**src/rtl/pcm_port_pkg.sv**
```systemverilog
package pcm_port_pkg;

    localparam int PCM_WORD_W = 8;

    typedef enum logic {
        FRAME_SHORT = 1'b0,
        FRAME_LONG  = 1'b1
    } frame_mode_e;

    typedef struct packed {
        logic bclk;
        logic fsync;
        logic rxd;
    } pin_sample_t;

    typedef struct packed {
        logic rise;
        logic fall;
    } bclk_evt_t;

    // A pulse caught at two or more falls is long, otherwise short.
    function automatic frame_mode_e classify_width(input logic [1:0] hi_cnt);
        return (hi_cnt >= 2'd2) ? FRAME_LONG : FRAME_SHORT;
    endfunction

endpackage

```
**src/rtl/pcm_pin_sampler.sv**
```systemverilog
module pcm_pin_sampler
    import pcm_port_pkg::*;
#(
    parameter int STAGES = 2
) (
    input  logic      clk,
    input  logic      rst,
    input  logic      bclk_i,
    input  logic      fsync_i,
    input  logic      rxd_i,
    output logic      fsync_s_o,
    output logic      rxd_s_o,
    output bclk_evt_t evt_o
);
    pin_sample_t stage_q [STAGES];
    logic        bclk_prev_q;

    always_ff @(posedge clk) begin
        if (rst) begin
            for (int k = 0; k < STAGES; k++) stage_q[k] <= '0;
            bclk_prev_q <= 1'b0;
        end else begin
            stage_q[0] <= '{bclk: bclk_i, fsync: fsync_i, rxd: rxd_i};
            for (int k = 1; k < STAGES; k++) stage_q[k] <= stage_q[k-1];
            bclk_prev_q <= stage_q[STAGES-1].bclk;
        end
    end

    // All three pins move through the same stages, so they stay aligned.
    assign fsync_s_o  = stage_q[STAGES-1].fsync;
    assign rxd_s_o    = stage_q[STAGES-1].rxd;
    assign evt_o.rise = stage_q[STAGES-1].bclk & ~bclk_prev_q;
    assign evt_o.fall = ~stage_q[STAGES-1].bclk & bclk_prev_q;

endmodule

```
**src/rtl/pcm_sync_tracker.sv**
```systemverilog
module pcm_sync_tracker
    import pcm_port_pkg::*;
#(
    parameter int GUARD_FRAMES = 2
) (
    input  logic        clk,
    input  logic        rst,
    input  logic        pwrdn_i,
    input  bclk_evt_t   evt_i,
    input  logic        fsync_s_i,
    output frame_mode_e mode_o,
    output logic        frame_rise_o,
    output logic        frame_tx_ok_o
);
    localparam int              CNT_W      = $clog2(GUARD_FRAMES + 1);
    localparam logic [CNT_W-1:0] GUARD_LAST = CNT_W'(GUARD_FRAMES);

    logic             fsync_at_rise_q;
    logic [1:0]       hi_cnt_q;
    frame_mode_e      mode_q;
    logic [CNT_W-1:0] guard_q;

    assign frame_rise_o  = evt_i.rise & fsync_s_i & ~fsync_at_rise_q;
    assign frame_tx_ok_o = (guard_q == GUARD_LAST);
    assign mode_o        = mode_q;

    always_ff @(posedge clk) begin
        if (rst) begin
            fsync_at_rise_q <= 1'b0;
            hi_cnt_q        <= '0;
            mode_q          <= FRAME_SHORT;
            guard_q         <= '0;
        end else begin
            if (evt_i.rise) fsync_at_rise_q <= fsync_s_i;

            // Width measurement; the verdict is used by the next frame.
            if (evt_i.fall) begin
                if (fsync_s_i) begin
                    if (hi_cnt_q != 2'd2) hi_cnt_q <= hi_cnt_q + 2'd1;
                end else if (hi_cnt_q != 2'd0) begin
                    mode_q   <= classify_width(hi_cnt_q);
                    hi_cnt_q <= '0;
                end
            end

            if (pwrdn_i)                            guard_q <= '0;
            else if (frame_rise_o && !frame_tx_ok_o) guard_q <= guard_q + 1'b1;
        end
    end

endmodule

```
**src/rtl/pcm_frame_engine.sv**
```systemverilog
module pcm_frame_engine
    import pcm_port_pkg::*;
#(
    parameter int WORD_W = PCM_WORD_W
) (
    input  logic              clk,
    input  logic              rst,
    input  logic              pwrdn_i,
    input  bclk_evt_t         evt_i,
    input  logic              fsync_s_i,
    input  logic              rxd_s_i,
    input  frame_mode_e       mode_i,
    input  logic              frame_rise_i,
    input  logic              frame_tx_ok_i,
    input  logic [WORD_W-1:0] tx_word_i,
    output logic              txd_o,
    output logic              oe_o,
    output logic [WORD_W-1:0] rx_word_o,
    output logic              rx_valid_o
);
    localparam int IDX_W = $clog2(WORD_W);

    typedef struct packed {
        logic             active;
        logic             pending;
        logic             tx_ok;
        frame_mode_e      mode;
        logic [IDX_W-1:0] idx;
    } frame_state_t;

    frame_state_t      st_q;
    logic [WORD_W-1:0] tx_lat_q, rx_sh_q, rx_word_q;
    logic              oe_q, valid_q;
    logic              start, start_ok, last_bit;

    always_comb begin
        start    = evt_i.rise &&
                   ((frame_rise_i && mode_i == FRAME_LONG) || (!frame_rise_i && st_q.pending));
        start_ok = frame_rise_i ? frame_tx_ok_i : st_q.tx_ok;
        last_bit = (st_q.idx == '0);
    end

    always_ff @(posedge clk) begin
        if (rst) begin
            st_q      <= '0;
            tx_lat_q  <= '0;
            rx_sh_q   <= '0;
            rx_word_q <= '0;
            oe_q      <= 1'b0;
            valid_q   <= 1'b0;
        end else begin
            valid_q <= 1'b0;
            if (pwrdn_i) begin
                st_q.active  <= 1'b0;
                st_q.pending <= 1'b0;
                oe_q         <= 1'b0;
            end else if (evt_i.rise) begin
                if (frame_rise_i) begin
                    st_q.tx_ok   <= frame_tx_ok_i;
                    st_q.mode    <= mode_i;
                    st_q.pending <= (mode_i == FRAME_SHORT);
                end else begin
                    st_q.pending <= 1'b0;
                end
                if (start) begin
                    st_q.active <= 1'b1;
                    st_q.idx    <= IDX_W'(WORD_W - 1);
                    tx_lat_q    <= tx_word_i;
                    oe_q        <= start_ok;
                end else begin
                    if (st_q.active && !last_bit) st_q.idx <= st_q.idx - 1'b1;
                    // Long-frame hold ends at the first rise with sync low.
                    if (oe_q && !st_q.active && !fsync_s_i) oe_q <= 1'b0;
                end
            end else if (evt_i.fall && st_q.active) begin
                rx_sh_q <= {rx_sh_q[WORD_W-2:0], rxd_s_i};
                if (last_bit) begin
                    st_q.active <= 1'b0;
                    valid_q     <= 1'b1;
                    rx_word_q   <= {rx_sh_q[WORD_W-2:0], rxd_s_i};
                    if (st_q.mode == FRAME_SHORT || !fsync_s_i) oe_q <= 1'b0;
                end
            end
        end
    end

    assign txd_o      = oe_q & tx_lat_q[st_q.idx];
    assign oe_o       = oe_q;
    assign rx_word_o  = rx_word_q;
    assign rx_valid_o = valid_q;

endmodule

```
**src/rtl/pcm_fsync_port.sv**
```systemverilog
module pcm_fsync_port
    import pcm_port_pkg::*;
#(
    parameter int WORD_W       = PCM_WORD_W,
    parameter int SYNC_STAGES  = 2,
    parameter int GUARD_FRAMES = 2
) (
    input  logic              clk,
    input  logic              rst,
    input  logic              bclk_i,
    input  logic              fsync_i,
    input  logic              rxd_i,
    input  logic              pwrdn_i,
    input  logic [WORD_W-1:0] tx_word_i,
    output logic              txd_o,
    output logic              txd_oe_o,
    output logic [WORD_W-1:0] rx_word_o,
    output logic              rx_valid_o
);
    bclk_evt_t   bclk_evt;
    logic        fsync_s, rxd_s;
    frame_mode_e frame_mode;
    logic        frame_rise, frame_tx_ok;
    logic        bclk_rise, bclk_fall;

    assign bclk_rise = bclk_evt.rise;
    assign bclk_fall = bclk_evt.fall;

    pcm_pin_sampler #(.STAGES(SYNC_STAGES)) u_sampler (
        .clk(clk), .rst(rst), .bclk_i(bclk_i), .fsync_i(fsync_i), .rxd_i(rxd_i),
        .fsync_s_o(fsync_s), .rxd_s_o(rxd_s), .evt_o(bclk_evt)
    );

    pcm_sync_tracker #(.GUARD_FRAMES(GUARD_FRAMES)) u_tracker (
        .clk(clk), .rst(rst), .pwrdn_i(pwrdn_i), .evt_i(bclk_evt), .fsync_s_i(fsync_s),
        .mode_o(frame_mode), .frame_rise_o(frame_rise), .frame_tx_ok_o(frame_tx_ok)
    );

    pcm_frame_engine #(.WORD_W(WORD_W)) u_engine (
        .clk(clk), .rst(rst), .pwrdn_i(pwrdn_i), .evt_i(bclk_evt),
        .fsync_s_i(fsync_s), .rxd_s_i(rxd_s), .mode_i(frame_mode),
        .frame_rise_i(frame_rise), .frame_tx_ok_i(frame_tx_ok), .tx_word_i(tx_word_i),
        .txd_o(txd_o), .oe_o(txd_oe_o), .rx_word_o(rx_word_o), .rx_valid_o(rx_valid_o)
    );

endmodule

```
**config.mk**
```make
export PLATFORM = sky130hd
export DESIGN_NAME = pcm_fsync_port
export DESIGN_NICKNAME = d
export VERILOG_FILES = /design/src/rtl/pcm_port_pkg.sv /design/src/rtl/pcm_pin_sampler.sv /design/src/rtl/pcm_sync_tracker.sv /design/src/rtl/pcm_frame_engine.sv /design/src/rtl/pcm_fsync_port.sv
export SDC_FILE = /design/constraint.sdc
export NUM_CORES = 1
export LEC_CHECK = 0
export BUFFER_PORTS_ARGS = -buffer_cell sky130_fd_sc_hd__buf_2
export CAP_MARGIN = 20
export CORE_ASPECT_RATIO = 1.1
export CORE_MARGIN = 4
export CORE_UTILIZATION = 49
export DETAILED_ROUTE_END_ITERATION = 12
export PLACE_DENSITY_LB_ADDON = 0.25
export SYNTH_ARGS = -nofsm -noshare
export SYNTH_HDL_FRONTEND = slang
export SYNTH_SLANG_ARGS = --single-unit
export TNS_END_PERCENT = 100
```
**constraint.sdc**
```tcl
create_clock -name clk -period 1.8 [get_ports clk]
set_input_delay 0.36 -clock clk [delete_from_list [all_inputs] [get_ports clk]]
set_output_delay 0.36 -clock clk [all_outputs]
set_load 0.02 [all_outputs]
```
# Word-level counts from Yosys, hierarchy flattened

Memories as Yosys holds them, arrays and structs flattened.
Cells that the tools add are included.
W data, S select, Z words.

Register bits after elaboration: 39
Latch bits: 0
RAM bits: 6
ROM bits: 0
Input port bits: 14
Output and inout port bits: 11
Memories: 1

Add/sub/neg operators: 3
Multipliers: 0
Div/mod/pow operators: 0
Magnitude comparators: 2
Equal/unequal tests: 5
Shift-type cells: 0
Multiplexer cells: 26
Bitwise logic cells: 16
Reductions and logical operators: 33

Memory list:

| name              | words | width | read ports | clocked after memory_dff | write ports | RTL line              | source |
|---|---|---|---|---|---|---|---|
| u_sampler.stage_q | 2     | 3     | 2          | 0                        | 2           | pcm_pin_sampler.sv:15 | `pin_sample_t stage_q [STAGES];` |

Operator list:

| kind                  | count |
|---|---|
| $reduce_and A3 Y1     | 7 |
| $mux W1               | 18 |
| $mux W3               | 4 |
| $reduce_bool A2 Y1    | 6 |
| $not A1 Y1            | 9 |
| $logic_and A1 B1 Y1   | 8 |
| $reduce_and A4 Y1     | 2 |
| $mux W2               | 3 |
| $and A1 B1 Y1         | 5 |
| $logic_not A1 Y1      | 5 |
| $add A2 B1 Y2 const B | 2 |
| $lt A3 B4 Y1 const B  | 1 |
| $ne A2 B2 Y1 const B  | 2 |
| $reduce_or A4 Y1      | 1 |
| $bmux W1 S3           | 1 |
| $logic_not A3 Y1      | 1 |
| $ne A3 B1 Y1 const B  | 1 |
| $sub A3 B1 Y3 const B | 1 |
| $eq A2 B2 Y1 const B  | 1 |
| $ge A2 B2 Y1 const B  | 1 |
| $logic_or A1 B1 Y1    | 2 |
| $ne A2 B1 Y1 const B  | 1 |
| $or A1 B1 Y1          | 2 |
| $reduce_or A2 Y1      | 1 |

# Longest topological paths before layout

Gate-level depths: netlist of the first run.

Word-level depth: 10
Mapped depth: 7

# By module

From an unflattened synthesis of the first run, not the netlist that was laid out.

Cells, all modules: 203
Area, all modules: 2018.2 um^2

Modules (own cells, without submodules):

| module           | instances | cells each | area an instance (um^2) | sequential area each (um^2) |
|---|---|---|---|---|
| pcm_frame_engine | 1         | 152        | 1501.4                  | 640.6 |
| pcm_sync_tracker | 1         | 35         | 320.3                   | 120.1 |
| pcm_pin_sampler  | 1         | 16         | 196.4                   | 140.1 |

# Worst setup path before layout of the first run

Ideal clock, no wire load.

Path type: register -> output
Start point: reg u_engine.st_q[0] (netlist bit)
End point: out txd_o
Arrival time: 1.125 ns
Path slack: 0.315 ns
Cell stages (with the launch flop): 4
Path buffers: 0
Cell sequence: dfxtp_1 > mux4_2 > mux2i_1 > nor2b_1

Cells in the longest elaborated chain, start to end: 3

RTL lines:

| item                          | RTL line               | source |
|---|---|---|
| start: declaration            | pcm_frame_engine.sv:31 | `frame_state_t st_q;` |
| $bmux W1 S3                   | pcm_frame_engine.sv:87 | `assign txd_o = oe_q & tx_lat_q[st_q.idx];` |
| $mux W1 (implied by the code) | pcm_frame_engine.sv:87 |  |
| $and A1 B1 Y1                 | pcm_frame_engine.sv:87 |  |
| end: declaration              | pcm_fsync_port.sv:15   | `output logic txd_o,` |

Every way passes these cells. The select of a mux whose other input is x is not followed.

# Worst setup path after layout of the first run

Same ends and word-level chain as after synthesis.

==> PnR_summary.wiki, run 1 <==
{| class="wikitable"
! Metric !! Value
|-
| Unrepaired setup endpoints after global routing || yes
|-
| Gp weighted congestion || 0.761
|-
| Die Wd || 67.5 um
|-
| Footprint of the multi-input gates || 922 um^2
|-
| Routed vias/inst || 5.03
|-
| Pins Over Slew Limit || 0
|-
| Area share of the largest cell type after synthesis || 0.472
|-
| Number of flops mapped to enable cells by yosys || 0
|-
| Final critical-path required period || 1900 ps
|-
| Most common cell in the netlist || sky130_fd_sc_hd__dfxtp_1
|-
| Initial antenna violation count || 0
|-
| Number of nets still failing antenna checks after routing || 0
|-
| Worst IR Drop VDD || 0.000593 V
|-
| # fillers || 350
|-
| Wire length of the first global-routing pass || 5930 um
|-
| Count of placed standard cells in the final layout, fillers left out || 279
|-
| Actual slew at the worst max-slew pin || 283 ps
|-
| Pin count of the biggest net entering global routing || 28
|-
| Final Net Count || 247
|-
| Synthesis-stage register bit count || 45
|-
| Fmax || 0.526 GHz
|-
| Latest clock arrival within the worst-skew pair || 300 ps
|-
| Power density normalized to cell area || 820 mW/mm^2
|-
| Highest fanout seen on the critical path || 2
|-
| CTS clock-pin slew for the worst setup and hold paths || 90 ps
|-
| Signed area change from the synthesized netlist to the final layout || 16.0%
|-
| Post-synth ARST share || 0
|-
| Via total after detailed routing || 1,403
|-
| Post-CTS Hold Buffers || 0
|-
| Layout cells sized above 1 || 0.223
|-
| Startpoint type of the worst setup path || register
|-
| Total number of yosys warnings || 0
|-
| Run status || finished with violations
|-
| Post-route core utilization || 0.597
|-
| Rel. slew slack || 0.809
|-
| Count of input and output buffers || 24
|-
| Cell types with the highest counts after synthesis || 45 x sky130_fd_sc_hd__dfxtp_1, 27 x sky130_fd_sc_hd__nor2_1, 20 x sky130_fd_sc_hd__mux2i_1, 15 x sky130_fd_sc_hd__o21ai_0, 11 x sky130_fd_sc_hd__a21oi_1
|-
| Number of global-route vias before repair || 1,335
|-
| Worst min-delay path category || primary input to register
|-
| Cell accounting for the most synthesized area || sky130_fd_sc_hd__dfxtp_1
|-
| Full die area || 0.00496 mm^2
|-
| Final global-route overflow total || 0
|-
| Chip height || 73.5 um
|-
| Worst endpoint data arrival time || 1540 ps
|-
| CTS Buffer Depth || 2
|-
| Final setup violation count || 1
|-
| Syn Inst Count || 201
|-
| Root cell of the clock tree || sky130_fd_sc_hd__clkbuf_8
|-
| Initial detailed-routing violation count || 87
|-
| Clock sink count || 45
|-
| Footprint of the flip-flops and latches || 906 um^2
|-
| Setup crit end kind || primary output
|-
| N_diodes || 0
|-
| Clock Skews || 9.46 ps
|-
| Post-synthesis net count || 220
|-
| Synthesized area per cell || 9.50 um^2
|-
| Leading cell types by total area after synthesis || sky130_fd_sc_hd__dfxtp_1 47%, sky130_fd_sc_hd__mux2i_1 10%, sky130_fd_sc_hd__nor2_1 5.3%
|-
| TritonCTS clock tree || done
|-
| Most common flop cell mapped by yosys || sky130_fd_sc_hd__dfxtp_1
|-
| Number of core rows || 23
|-
| Cell Area, Placed || 0.00208 mm^2
|-
| Critical Setup Path Class || register to primary output
|-
| Placed wire-length estimate after detailed placement || 2300 um
|-
| Final routed DRC violation total || 0
|-
| Count of different cell masters after synthesis || 32
|-
| Number of max-cap violations || 0
|-
| Number of CTS-inserted buffers || 5
|-
| Pre-CTS WS || 155 ps
|-
| Initial Utilization || 0.514
|-
| Wire length per cell || 12.2 um
|-
| Total Negative Setup Slacks || -100 ps
|-
| Wirelength, routed || 3420 um
|-
| Pleak || 0.879 nW
|-
| Core region area || 0.00371 mm^2
|-
| Fraction of the cycle the final worst path needs || 1.06
|-
| Seq/Total Area, Yosys || 0.472
|-
| Failing checks || negative setup slack
|-
| Post-synthesis instance area || 0.00191 mm^2
|-
| Overall track demand over capacity in global routing || 0.160
|-
| Top-level port count || 25
|-
| Critical path data required time || 1440 ps
|-
| 1st-pass router iterations || 4
|-
| Hold violation total from the final report || 0
|-
| Number of H-tree levels || 2
|-
| Layout Cell Area excl Fill || 0.00221 mm^2
|-
| Final critical-path setup slack || -100 ps
|-
| Cells after DPL || 269
|}
per-layer routing:
layer	vias to the layer above	GRT usage	share of wire	wire, um
li1	744	-	-	-
met1	630	0.193	0.47	1620
met2	23	0.257	0.47	1590
met3	6	0.0459	0.038	130
met4	0	0.0811	0.022	74
met5	-	0	0	0
per-stage QoR:
stage | hold WS, ps | power, mW
CTS | 267 | 1.84
global route | 283 | 1.88
floorplan | 414 | 1.07
finish | 275 | 1.82
global placement | 424 | 1.09
detailed placement | 427 | 1.09
final timing paths:
kind / cells after the start / to / startpoint / slack [ps]
setup / recovery: 4 / txd_o / u_engine.st_q[0]$_SDFFE_PP0P_ / -100
hold / removal: 2 / u_sampler.stage_q[0][1]$_SDFF_PP0_ / fsync_i / 270
setup reg to reg: 8 / u_engine.rx_word_o[1]$_SDFFE_PP0P_ / u_engine.st_q[0]$_SDFFE_PP0P_ / 220
hold reg to reg: 1 / u_sampler.stage_q[0][4]$_SDFF_PP0_ / u_sampler.stage_q[0][1]$_SDFF_PP0_ / 440
layout make-up:
cell class                      instances  area share
Multi-Input combinational cell        137       0.416
Sequential cell                        45       0.409
Timing Repair Buffer                   33      0.0859
Clock buffer                            6      0.0328
Tap cell                               50      0.0282
Clock inverter                          2      0.0175
Inverter                                6      0.0102
flip-flops by register name, summed over array words and instances, names as in the netlist:
name / cells
u_engine.oe_o: 1
u_engine.rx_sh_q: 7
u_engine.rx_valid_o: 1
u_engine.rx_word_o: 8
u_engine.st_q: 7
u_engine.tx_lat_q: 8
u_sampler.bclk_prev_q: 1
u_sampler.stage_q: 6
u_tracker.fsync_at_rise_q: 1
u_tracker.guard_q: 2
u_tracker.hi_cnt_q: 2
u_tracker.mode_o: 1
worst max-delay path: stages, from the launching register on:
cell and delay (ps):
sky130_fd_sc_hd__dfxtp_4 370, sky130_fd_sc_hd__mux4_2 500, sky130_fd_sc_hd__mux2i_1 160, sky130_fd_sc_hd__nor2b_1 60, sky130_fd_sc_hd__buf_4 150
timing repair:
action,CTS,global route
setup buffers,2,0
setup endpoints to repair,1,1
gates resized for setup,3,1
report_power, final:
| part | internal (mW) | leakage (nW) | switching [mW] | total (mW) |
|---|---|---|---|---|
| combinational | 0.0261 | 0.459 | 0.0355 | 0.0616 |
| sequential | 1.00 | 0.365 | 0.00393 | 1.00 |
| clock | 0.417 | 0.0554 | 0.333 | 0.749 |
| total | 1.44 | 0.879 | 0.372 | 1.82 |
kinds of logic (layout without fill, tap and decap cells):
group                    count (synthesis)  in the layout  share of synthesized area
AO/OA/AOI/OAI                           39             39                      0.120
XOR/XNOR                                 1              1                    0.00459
adder cells (fa/ha/maj)                  5              5                     0.0328
buffers and inverters                   19             47                     0.0485
flip-flops                              45             45                      0.472
multiplexers                            23             23                      0.136
AND/OR/NAND/NOR                         69             69                      0.186
layout by cell type, fill, tap and decap left out, types with 2 or more instances in the layout:
| cell | Yosys | routed |
|---|---|---|
| sky130_fd_sc_hd__nand2_1 | 5 | 5 |
| sky130_fd_sc_hd__a21oi_1 | 11 | 11 |
| sky130_fd_sc_hd__nand2b_1 | 5 | 5 |
| sky130_fd_sc_hd__nor2_1 | 27 | 27 |
| sky130_fd_sc_hd__a41oi_1 | 2 | 2 |
| sky130_fd_sc_hd__o211ai_1 | 2 | 2 |
| sky130_fd_sc_hd__buf_4 | 3 | 10 |
| sky130_fd_sc_hd__inv_1 | 6 | 6 |
| sky130_fd_sc_hd__and2_1 | 2 | 2 |
| sky130_fd_sc_hd__ha_1 | 5 | 5 |
| sky130_fd_sc_hd__dfxtp_1 | 45 | 43 |
| sky130_fd_sc_hd__or2_2 | 2 | 2 |
| sky130_fd_sc_hd__mux4_2 | 2 | 2 |
| sky130_fd_sc_hd__nor2b_1 | 9 | 9 |
| sky130_fd_sc_hd__mux2i_1 | 20 | 20 |
| sky130_fd_sc_hd__nor3_1 | 5 | 5 |
| sky130_fd_sc_hd__o21ai_0 | 15 | 15 |
| sky130_fd_sc_hd__nor3_2 | 2 | 2 |
| sky130_fd_sc_hd__o21a_1 | 4 | 4 |
| sky130_fd_sc_hd__a211oi_1 | 2 | 2 |
| sky130_fd_sc_hd__buf_2 | 2 | 23 |
| sky130_fd_sc_hd__clkbuf_8 | 0 | 5 |
| sky130_fd_sc_hd__nand3_1 | 9 | 9 |
(Power assumes the default switching activity.)
==> run 2: changes to the inputs <==
- clock period: 1.8 -> 1.6 ns (I/O delays scaled with it)
==> PnR_summary.wiki, run 2 (synthesis gave the netlist of run 1 again) <==
{| class="wikitable"
! Metric !! Value
|-
| Unrepaired setup endpoints after global routing || yes (unchanged)
|-
| Actual slew at the worst max-slew pin || 262 ps (was 283 ps)
|-
| Routed vias/inst || 5.15 (was 5.03)
|-
| Worst Reg-to-Reg Cells || 8 (unchanged)
|-
| Final Net Count || 249 (was 247)
|-
| Number of max-cap violations || 0 (unchanged)
|-
| Critical Setup Path Class || register to primary output (unchanged)
|-
| Rel. slew slack || 0.823 (was 0.809)
|-
| N_diodes || 0 (unchanged)
|-
| # fillers || 310 (was 350)
|-
| Critical hold path startpoint || bclk_i (was fsync_i)
|-
| TritonCTS clock tree || done (unchanged)
|-
| Most common library cell in the layout ignoring fill and taps || sky130_fd_sc_hd__dfxtp_1 (unchanged)
|-
| Latest clock arrival within the worst-skew pair || 290 ps (was 300 ps)
|-
| Stage delay of the slowest cell on the critical path || 490 ps (was 500 ps)
|-
| Placed wire-length estimate after detailed placement || 2330 um (was 2300 um)
|-
| CTS Buffer Depth || 2 (unchanged)
|-
| Worst endpoint data arrival time || 1490 ps (was 1540 ps)
|-
| Signed area change from the synthesized netlist to the final layout || 16.3% (was 16.0%)
|-
| Wirelength, routed || 3320 um (was 3420 um)
|-
| Critical R2R Capture || u_engine.rx_word_o[1]$_SDFFE_PP0P_ (unchanged)
|-
| Startpoint type of the worst setup path || register (unchanged)
|-
| Final setup violation count || 1 (unchanged)
|-
| Cell with the largest stage delay on the worst path || sky130_fd_sc_hd__mux4_2 (unchanged)
|-
| Wire length per cell || 11.8 um (was 12.2 um)
|-
| Launching point of the worst reg2reg path || u_engine.st_q[0]$_SDFFE_PP0P_ (unchanged)
|-
| Crit path cell chain || mux4_2 > mux2i_1 > nor2b_1 > buf_4 (unchanged)
|-
| Initial detailed-routing violation count || 103 (was 87)
|-
| Worst reg2reg setup slack || 40 ps (was 220 ps)
|-
| Final critical-path required period || 1810 ps
|-
| Clock Skews || 7.27 ps (was 9.46 ps)
|-
| Initial Utilization || 0.514 (unchanged)
|-
| Chip height || 73.5 um (unchanged)
|-
| Top library cells by usage in the layout, fill and taps aside || 43 x sky130_fd_sc_hd__dfxtp_1, 27 x sky130_fd_sc_hd__nor2_1, 23 x sky130_fd_sc_hd__buf_2 (unchanged)
|-
| Wire length of the first global-routing pass || 5690 um (was 5930 um)
|-
| Setup crit end kind || primary output (unchanged)
|-
| Hold violation total from the final report || 0 (unchanged)
|-
| Top-level port count || 25 (unchanged)
|-
| Clock sink count || 45 (unchanged)
|-
| Failing checks || negative setup slack (unchanged)
|-
| Hold-critical path endpoint || u_sampler.stage_q[0][2]$_SDFF_PP0_ (was u_sampler.stage_q[0][1]$_SDFF_PP0_)
|-
| Critical path data required time || 1280 ps (was 1440 ps)
|-
| Gp weighted congestion || 0.807 (was 0.761)
|-
| Number of core rows || 23 (unchanged)
|-
| Worst min-delay path category || primary input to register (unchanged)
|-
| Number of H-tree levels || 2 (unchanged)
|-
| Layout cells sized above 1 || 0.242 (was 0.223)
|-
| Number of nets still failing antenna checks after routing || 0 (unchanged)
|-
| Post-route core utilization || 0.598 (was 0.597)
|-
| Pins Over Slew Limit || 0 (unchanged)
|-
| Core region area || 0.00371 mm^2 (unchanged)
|-
| Fraction of the cycle the final worst path needs || 1.13
|-
| CTS clock-pin slew for the worst setup and hold paths || 90 ps (about the same)
|-
| Fmax || 0.551 GHz
|-
| Initial antenna violation count || 0 (unchanged)
|-
| Highest fanout seen on the critical path || 2 (unchanged)
|-
| Die Wd || 67.5 um (unchanged)
|-
| Worst IR Drop VDD || 0.000584 V (was 0.000593 V)
|-
| Count of buffer and inverter cells on the critical path || 1 (unchanged)
|-
| Final critical-path setup slack || -214 ps (was -100 ps)
|-
| Power density normalized to cell area || 868 mW/mm^2 (was 820 mW/mm^2)
|-
| Number of CTS-inserted buffers || 5 (unchanged)
|-
| 1st-pass router iterations || 4 (unchanged)
|-
| Root cell of the clock tree || sky130_fd_sc_hd__clkbuf_8 (unchanged)
|-
| Number of global-route vias before repair || 1,274 (was 1,335)
|-
| Overall track demand over capacity in global routing || 0.145 (was 0.160)
|-
| Power Total || 1.93 mW (was 1.82 mW)
|-
| CP top delay family || multiplexers (unchanged)
|-
| Run status || finished with violations (unchanged)
|-
| Via total after detailed routing || 1,448 (was 1,403)
|-
| Count of input and output buffers || 24 (unchanged)
|-
| Pin count of the biggest net entering global routing || 29 (was 28)
|-
| Final global-route overflow total || 0 (unchanged)
|-
| Worst hold path depth || 2 (unchanged)
|-
| Pleak || 0.880 nW (was 0.879 nW)
|-
| Final routed DRC violation total || 0 (unchanged)
|-
| Full die area || 0.00496 mm^2 (unchanged)
|}
-- run 2: layout make-up --
type / instances / area [um^2] / area share
Clock buffer: 5 / 68.8 / 0.0310
Multi-Input combinational cell: 137 / 932 / 0.420
Clock inverter: 3 / 25.0 / 0.0113
Timing Repair Buffer: 35 / 205 / 0.0924
Tap cell: 50 / 62.6 / 0.0282
Sequential cell: 45 / 903 / 0.407
Inverter: 6 / 22.5 / 0.0101
-- run 2: repair_timing --
item                       CTS  global route
cloned                       0             0
setup buffers                2             0
hold buffers                 0             0
setup endpoints to repair    1            11
resized for setup            2             3
-- run 2: routing by layer --
metal | vias up | global-route usage | part of all wire
met2 | 28 | 0.230 | 0.46
met5 | - | 0 | 0
li1 | 752 | - | -
met4 | 0 | 0.0473 | 0.012
met1 | 663 | 0.194 | 0.48
met3 | 5 | 0.0321 | 0.046
-- run 2: where the power goes --
part / leakage, nW / switching, mW / total, mW / internal, mW
combinational: 0.470 / 0.0411 / 0.0708 / 0.0297
sequential: 0.365 / 0.00481 / 1.13 / 1.13
clock: 0.0452 / 0.406 / 0.724 / 0.318
total: 0.880 / 0.452 / 1.93 / 1.48
-- run 2: worst max-delay path by stage --
stage,start,end,cells after the start
3_5_place_dp,u_engine.st_q[0]$_SDFFE_PP0P_,txd_o,4
4_1_cts,u_engine.st_q[0]$_SDFFE_PP0P_,txd_o,4
5_1_grt,u_engine.st_q[0]$_SDFFE_PP0P_,txd_o,4
2_1_floorplan,u_engine.st_q[0]$_SDFFE_PP0P_,u_engine.rx_word_o[0]$_SDFFE_PP0P_,7
6_report,u_engine.st_q[0]$_SDFFE_PP0P_,txd_o,4
3_3_place_gp,u_engine.st_q[0]$_SDFFE_PP0P_,txd_o,4
-- run 2: per-stage QoR --
step	hold slack, ps	area (um^2)	std cells	setup slack, ps	TNS [ps]
floorplan	414	1910	201	148	0
global placement	418	2100	271	36.8	0
detailed placement	422	2100	271	10.6	0
CTS	223	2210	281	-236	-236
global route	242	2220	281	-313	-1020
finish	234	2220	281	-214	-214
==> run 3: changes to the inputs <==
- SYNTH_HIERARCHICAL: not set -> 1
==> PnR_summary.wiki, run 3 <==
{| class="wikitable"
! Metric !! Value
|-
| Full die area || 0.00521 mm^2 (was 0.00496 mm^2)
|-
| Clock Skews || 5.80 ps (was 7.27 ps)
|-
| Worst IR Drop VDD || 0.000565 V (was 0.000584 V)
|-
| Final routed DRC violation total || 0 (unchanged)
|-
| Startpoint type of the worst setup path || register (unchanged)
|-
| Run status || finished with violations (unchanged)
|-
| Wire length of the first global-routing pass || 6220 um (was 5690 um)
|-
| Wire length per cell || 13.2 um (was 11.8 um)
|-
| Cell accounting for the most synthesized area || sky130_fd_sc_hd__dfxtp_1 (unchanged)
|-
| Failing checks || negative setup slack (unchanged)
|-
| Initial Utilization || 0.509 (was 0.514)
|-
| Number of flops mapped to enable cells by yosys || 0 (unchanged)
|-
| Die Wd || 69.2 um (was 67.5 um)
|-
| Synthesized area per cell || 9.94 um^2 (was 9.50 um^2)
|-
| Signed area change from the synthesized netlist to the final layout || 20.1% (was 16.3%)
|-
| Number of global-route vias before repair || 1,408 (was 1,274)
|-
| Initial antenna violation count || 0 (unchanged)
|-
| TritonCTS clock tree || done (unchanged)
|-
| Final setup violation count || 1 (unchanged)
|-
| Post-synthesis instance area || 0.00202 mm^2 (was 0.00191 mm^2)
|-
| Internal power || 1.48 mW (about the same)
|-
| Chip height || 75.3 um (was 73.5 um)
|-
| Hold violation total from the final report || 0 (unchanged)
|-
| Highest fanout seen on the critical path || 3 (was 2)
|-
| Layout cells sized above 1 || 0.268 (was 0.242)
|-
| Fraction of the cycle the final worst path needs || 1.09 (was 1.13)
|-
| 1st-pass router iterations || 4 (unchanged)
|-
| Most common cell in the netlist || sky130_fd_sc_hd__dfxtp_1 (unchanged)
|-
| Layout Cell Area excl Fill || 0.00242 mm^2 (was 0.00222 mm^2)
|-
| Via total after detailed routing || 1,560 (was 1,448)
|-
| Count of different cell masters after synthesis || 40 (was 32)
|-
| Leading cell types by total area after synthesis || sky130_fd_sc_hd__dfxtp_1 45%, sky130_fd_sc_hd__mux2i_1 9.4%, sky130_fd_sc_hd__nand2b_1 5.6% (was sky130_fd_sc_hd__dfxtp_1 47%, sky130_fd_sc_hd__mux2i_1 10%, sky130_fd_sc_hd__nor2_1 5.3%)
|-
| Gp weighted congestion || 0.789 (was 0.807)
|-
| Worst endpoint data arrival time || 1430 ps (was 1490 ps)
|-
| Clock group share of total power || 0.358 (was 0.376)
|-
| Pleak || 0.904 nW (was 0.880 nW)
|-
| Post-synthesis net count || 222 (was 220)
|-
| Pins Over Slew Limit || 0 (unchanged)
|-
| Switching power of the nets || 0.420 mW (was 0.452 mW)
|-
| Pin count of the biggest net entering global routing || 41 (was 29)
|-
| Overall track demand over capacity in global routing || 0.148 (was 0.145)
|-
| CTS clock-pin slew for the worst setup and hold paths || 80 ps (was 90 ps)
|-
| Most common library cell in the layout ignoring fill and taps || sky130_fd_sc_hd__dfxtp_1 (unchanged)
|-
| Root cell of the clock tree || sky130_fd_sc_hd__clkbuf_8 (unchanged)
|-
| Hold WS || 231 ps (was 234 ps)
|-
| Seq/Total Area, Yosys || 0.446 (was 0.472)
|-
| Clock sink count || 45 (unchanged)
|-
| Routed vias/inst || 5.36 (was 5.15)
|-
| Latest clock arrival within the worst-skew pair || 300 ps (was 290 ps)
|-
| Placed wire-length estimate after detailed placement || 2580 um (was 2330 um)
|-
| Number of max-cap violations || 0 (unchanged)
|-
| Cell Area, Placed || 0.00224 mm^2 (was 0.00210 mm^2)
|-
| Part of the power in registers || 0.595 (was 0.587)
|-
| Final global-route overflow total || 0 (unchanged)
|-
| Count of input and output buffers || 24 (unchanged)
|-
| Critical Setup Path Class || register to primary output (unchanged)
|-
| Top-level port count || 25 (unchanged)
|-
| Power Total || 1.90 mW (was 1.93 mW)
|-
| CTS Buffer Depth || 2 (unchanged)
|-
| Syn Inst Count || 203 (was 201)
|-
| Net Sw Frac || 0.222 (was 0.234)
|-
| Top library cells by usage in the layout, fill and taps aside || 43 x sky130_fd_sc_hd__dfxtp_1, 23 x sky130_fd_sc_hd__buf_2, 18 x sky130_fd_sc_hd__nand2b_1, 18 x sky130_fd_sc_hd__mux2i_1, 14 x sky130_fd_sc_hd__nor2_1 (was 43 x sky130_fd_sc_hd__dfxtp_1, 27 x sky130_fd_sc_hd__nor2_1, 23 x sky130_fd_sc_hd__buf_2)
|-
| Critical path data required time || 1280 ps (about the same)
|-
| Post-synth ARST share || 0 (unchanged)
|-
| Most common flop cell mapped by yosys || sky130_fd_sc_hd__dfxtp_1 (unchanged)
|-
| Power density normalized to cell area || 782 mW/mm^2 (was 868 mW/mm^2)
|-
| Total number of yosys warnings || 6 (was 0)
|-
| Number of core rows || 24 (was 23)
|-
| Fmax || 0.571 GHz (was 0.551 GHz)
|-
| Combinational group share of total power || 0.047 (was 0.037)
|-
| Final Net Count || 257 (was 249)
|-
| Worst min-delay path category || primary input to register (unchanged)
|-
| Area share of the largest cell type after synthesis || 0.446 (was 0.472)
|-
| Final critical-path setup slack || -150 ps (was -214 ps)
|-
| Wirelength, routed || 3840 um (was 3320 um)
|-
| Initial detailed-routing violation count || 151 (was 103)
|-
| Final critical-path required period || 1750 ps (was 1810 ps)
|-
| Synthesis-stage register bit count || 45 (unchanged)
|-
| N_diodes || 0 (unchanged)
|-
| Number of CTS-inserted buffers || 5 (unchanged)
|-
| Core region area || 0.00396 mm^2 (was 0.00371 mm^2)
|-
| Cell types with the highest counts after synthesis || 45 x sky130_fd_sc_hd__dfxtp_1, 19 x sky130_fd_sc_hd__mux2i_1, 18 x sky130_fd_sc_hd__nand2b_1, 15 x sky130_fd_sc_hd__nor2_1, 13 x sky130_fd_sc_hd__a21oi_1 (was 45 x sky130_fd_sc_hd__dfxtp_1, 27 x sky130_fd_sc_hd__nor2_1, 20 x sky130_fd_sc_hd__mux2i_1, 15 x sky130_fd_sc_hd__o21ai_0, 11 x sky130_fd_sc_hd__a21oi_1)
|-
| Worst reg2reg setup slack || 70 ps (was 40 ps)
|-
| Setup crit end kind || primary output (unchanged)
|-
| Rel. slew slack || 0.782 (was 0.823)
|-
| Unrepaired setup endpoints after global routing || yes (unchanged)
|-
| Number of nets still failing antenna checks after routing || 0 (unchanged)
|-
| Number of H-tree levels || 2 (unchanged)
|-
| Actual slew at the worst max-slew pin || 323 ps (was 262 ps)
|}
run 3: changes by cell type after synthesis, moves of 3 or more:
cell                       before  now
sky130_fd_sc_hd__nand2b_1       5   18
sky130_fd_sc_hd__nor2_1        27   15
sky130_fd_sc_hd__o21a_1         4    0
sky130_fd_sc_hd__o21ai_0       15   11
sky130_fd_sc_hd__a311oi_1       0    3
sky130_fd_sc_hd__clkbuf_1       7    4
sky130_fd_sc_hd__nor3_1         5    2
run 3: cells by family (layout without fill, tap and decap cells):
group	count (synthesis)	after routing	share of synthesized area
compound gates	36	36	0.110
xor+xnor	1	1	0.00434
fa+ha+maj	5	5	0.0310
buf+inv	17	53	0.0440
flops	45	45	0.446
mux	23	23	0.130
simple gates	76	76	0.234
run 3: critical path: stages, from the launching register on:
cell	delay [ps]
sky130_fd_sc_hd__dfxtp_4	370
sky130_fd_sc_hd__mux4_2	480
sky130_fd_sc_hd__nand3b_1	90
sky130_fd_sc_hd__nand2_1	60
sky130_fd_sc_hd__buf_6	130
run 3: worst paths after layout:
kind | end | startpoint | cells past startpoint
max | txd_o | u_engine/st_q[0]$_SDFFE_PP0P_ | 4
min | u_sampler/stage_q[0][1]$_SDFF_PP0_ | fsync_i | 2
max reg2reg | u_engine/oe_o$_SDFFE_PP0P_ | u_sampler/stage_q[0][5]$_SDFF_PP0_ | 8
min reg2reg | u_sampler/stage_q[0][5]$_SDFF_PP0_ | u_sampler/stage_q[0][2]$_SDFF_PP0_ | 1
run 3: power by group through the flow:
stage               Combinational [mW]  Sequential [mW]  Clock (mW)
global route                    0.0971             1.13       0.747
global placement                0.0852             1.16           0
CTS                             0.0855             1.13       0.709
detailed placement              0.0847             1.16           0
finish                          0.0884             1.13       0.680
floorplan                       0.0440             1.16           0
run 3: cell type report:
| cell class | count | area [um^2] |
|---|---|---|
| Clock buffer | 7 | 76.3 |
| Multi-Input combinational cell | 141 | 1080 |
| Timing Repair Buffer | 38 | 259 |
| Tap cell | 52 | 65.1 |
| Sequential cell | 45 | 906 |
| Inverter | 7 | 26.3 |
| Fill cell | 352 | 1540 |
| Clock inverter | 1 | 7.51 |
run 3: metrics by stage:
stage / cells / setup slack, ps / TNS (ps) / utilization
after detailed placement: 280 / 53.7 / 0 / 0.566
after global routing: 291 / -212 / -228 / 0.612
after global placement: 280 / 76.9 / 0 / 0.566
final: 291 / -150 / -150 / 0.612
after floorplan: 203 / 15.2 / 0 / -
after CTS: 289 / -158 / -158 / 0.593
run 3: what timing repair did:
| action | 4_1_cts | 5_1_grt |
|---|---|---|
| gates resized for setup | 5 | 16 |
| endpoints found under the hold margin | 0 | 0 |
| cloned | 0 | 1 |
| setup endpoints to repair | 1 | 20 |
| setup buffers | 1 | 1 |
| pin swaps | 1 | 3 |
| hold buffers | 0 | 0 |
run 3: layer usage:
layer | GRT usage | vias to the layer above | routed length, um
li1 | - | 782 | -
met4 | 0.0716 | 0 | 45
met5 | 0 | - | 0
met3 | 0.0277 | 5 | 129
met2 | 0.256 | 28 | 1900
met1 | 0.182 | 745 | 1760
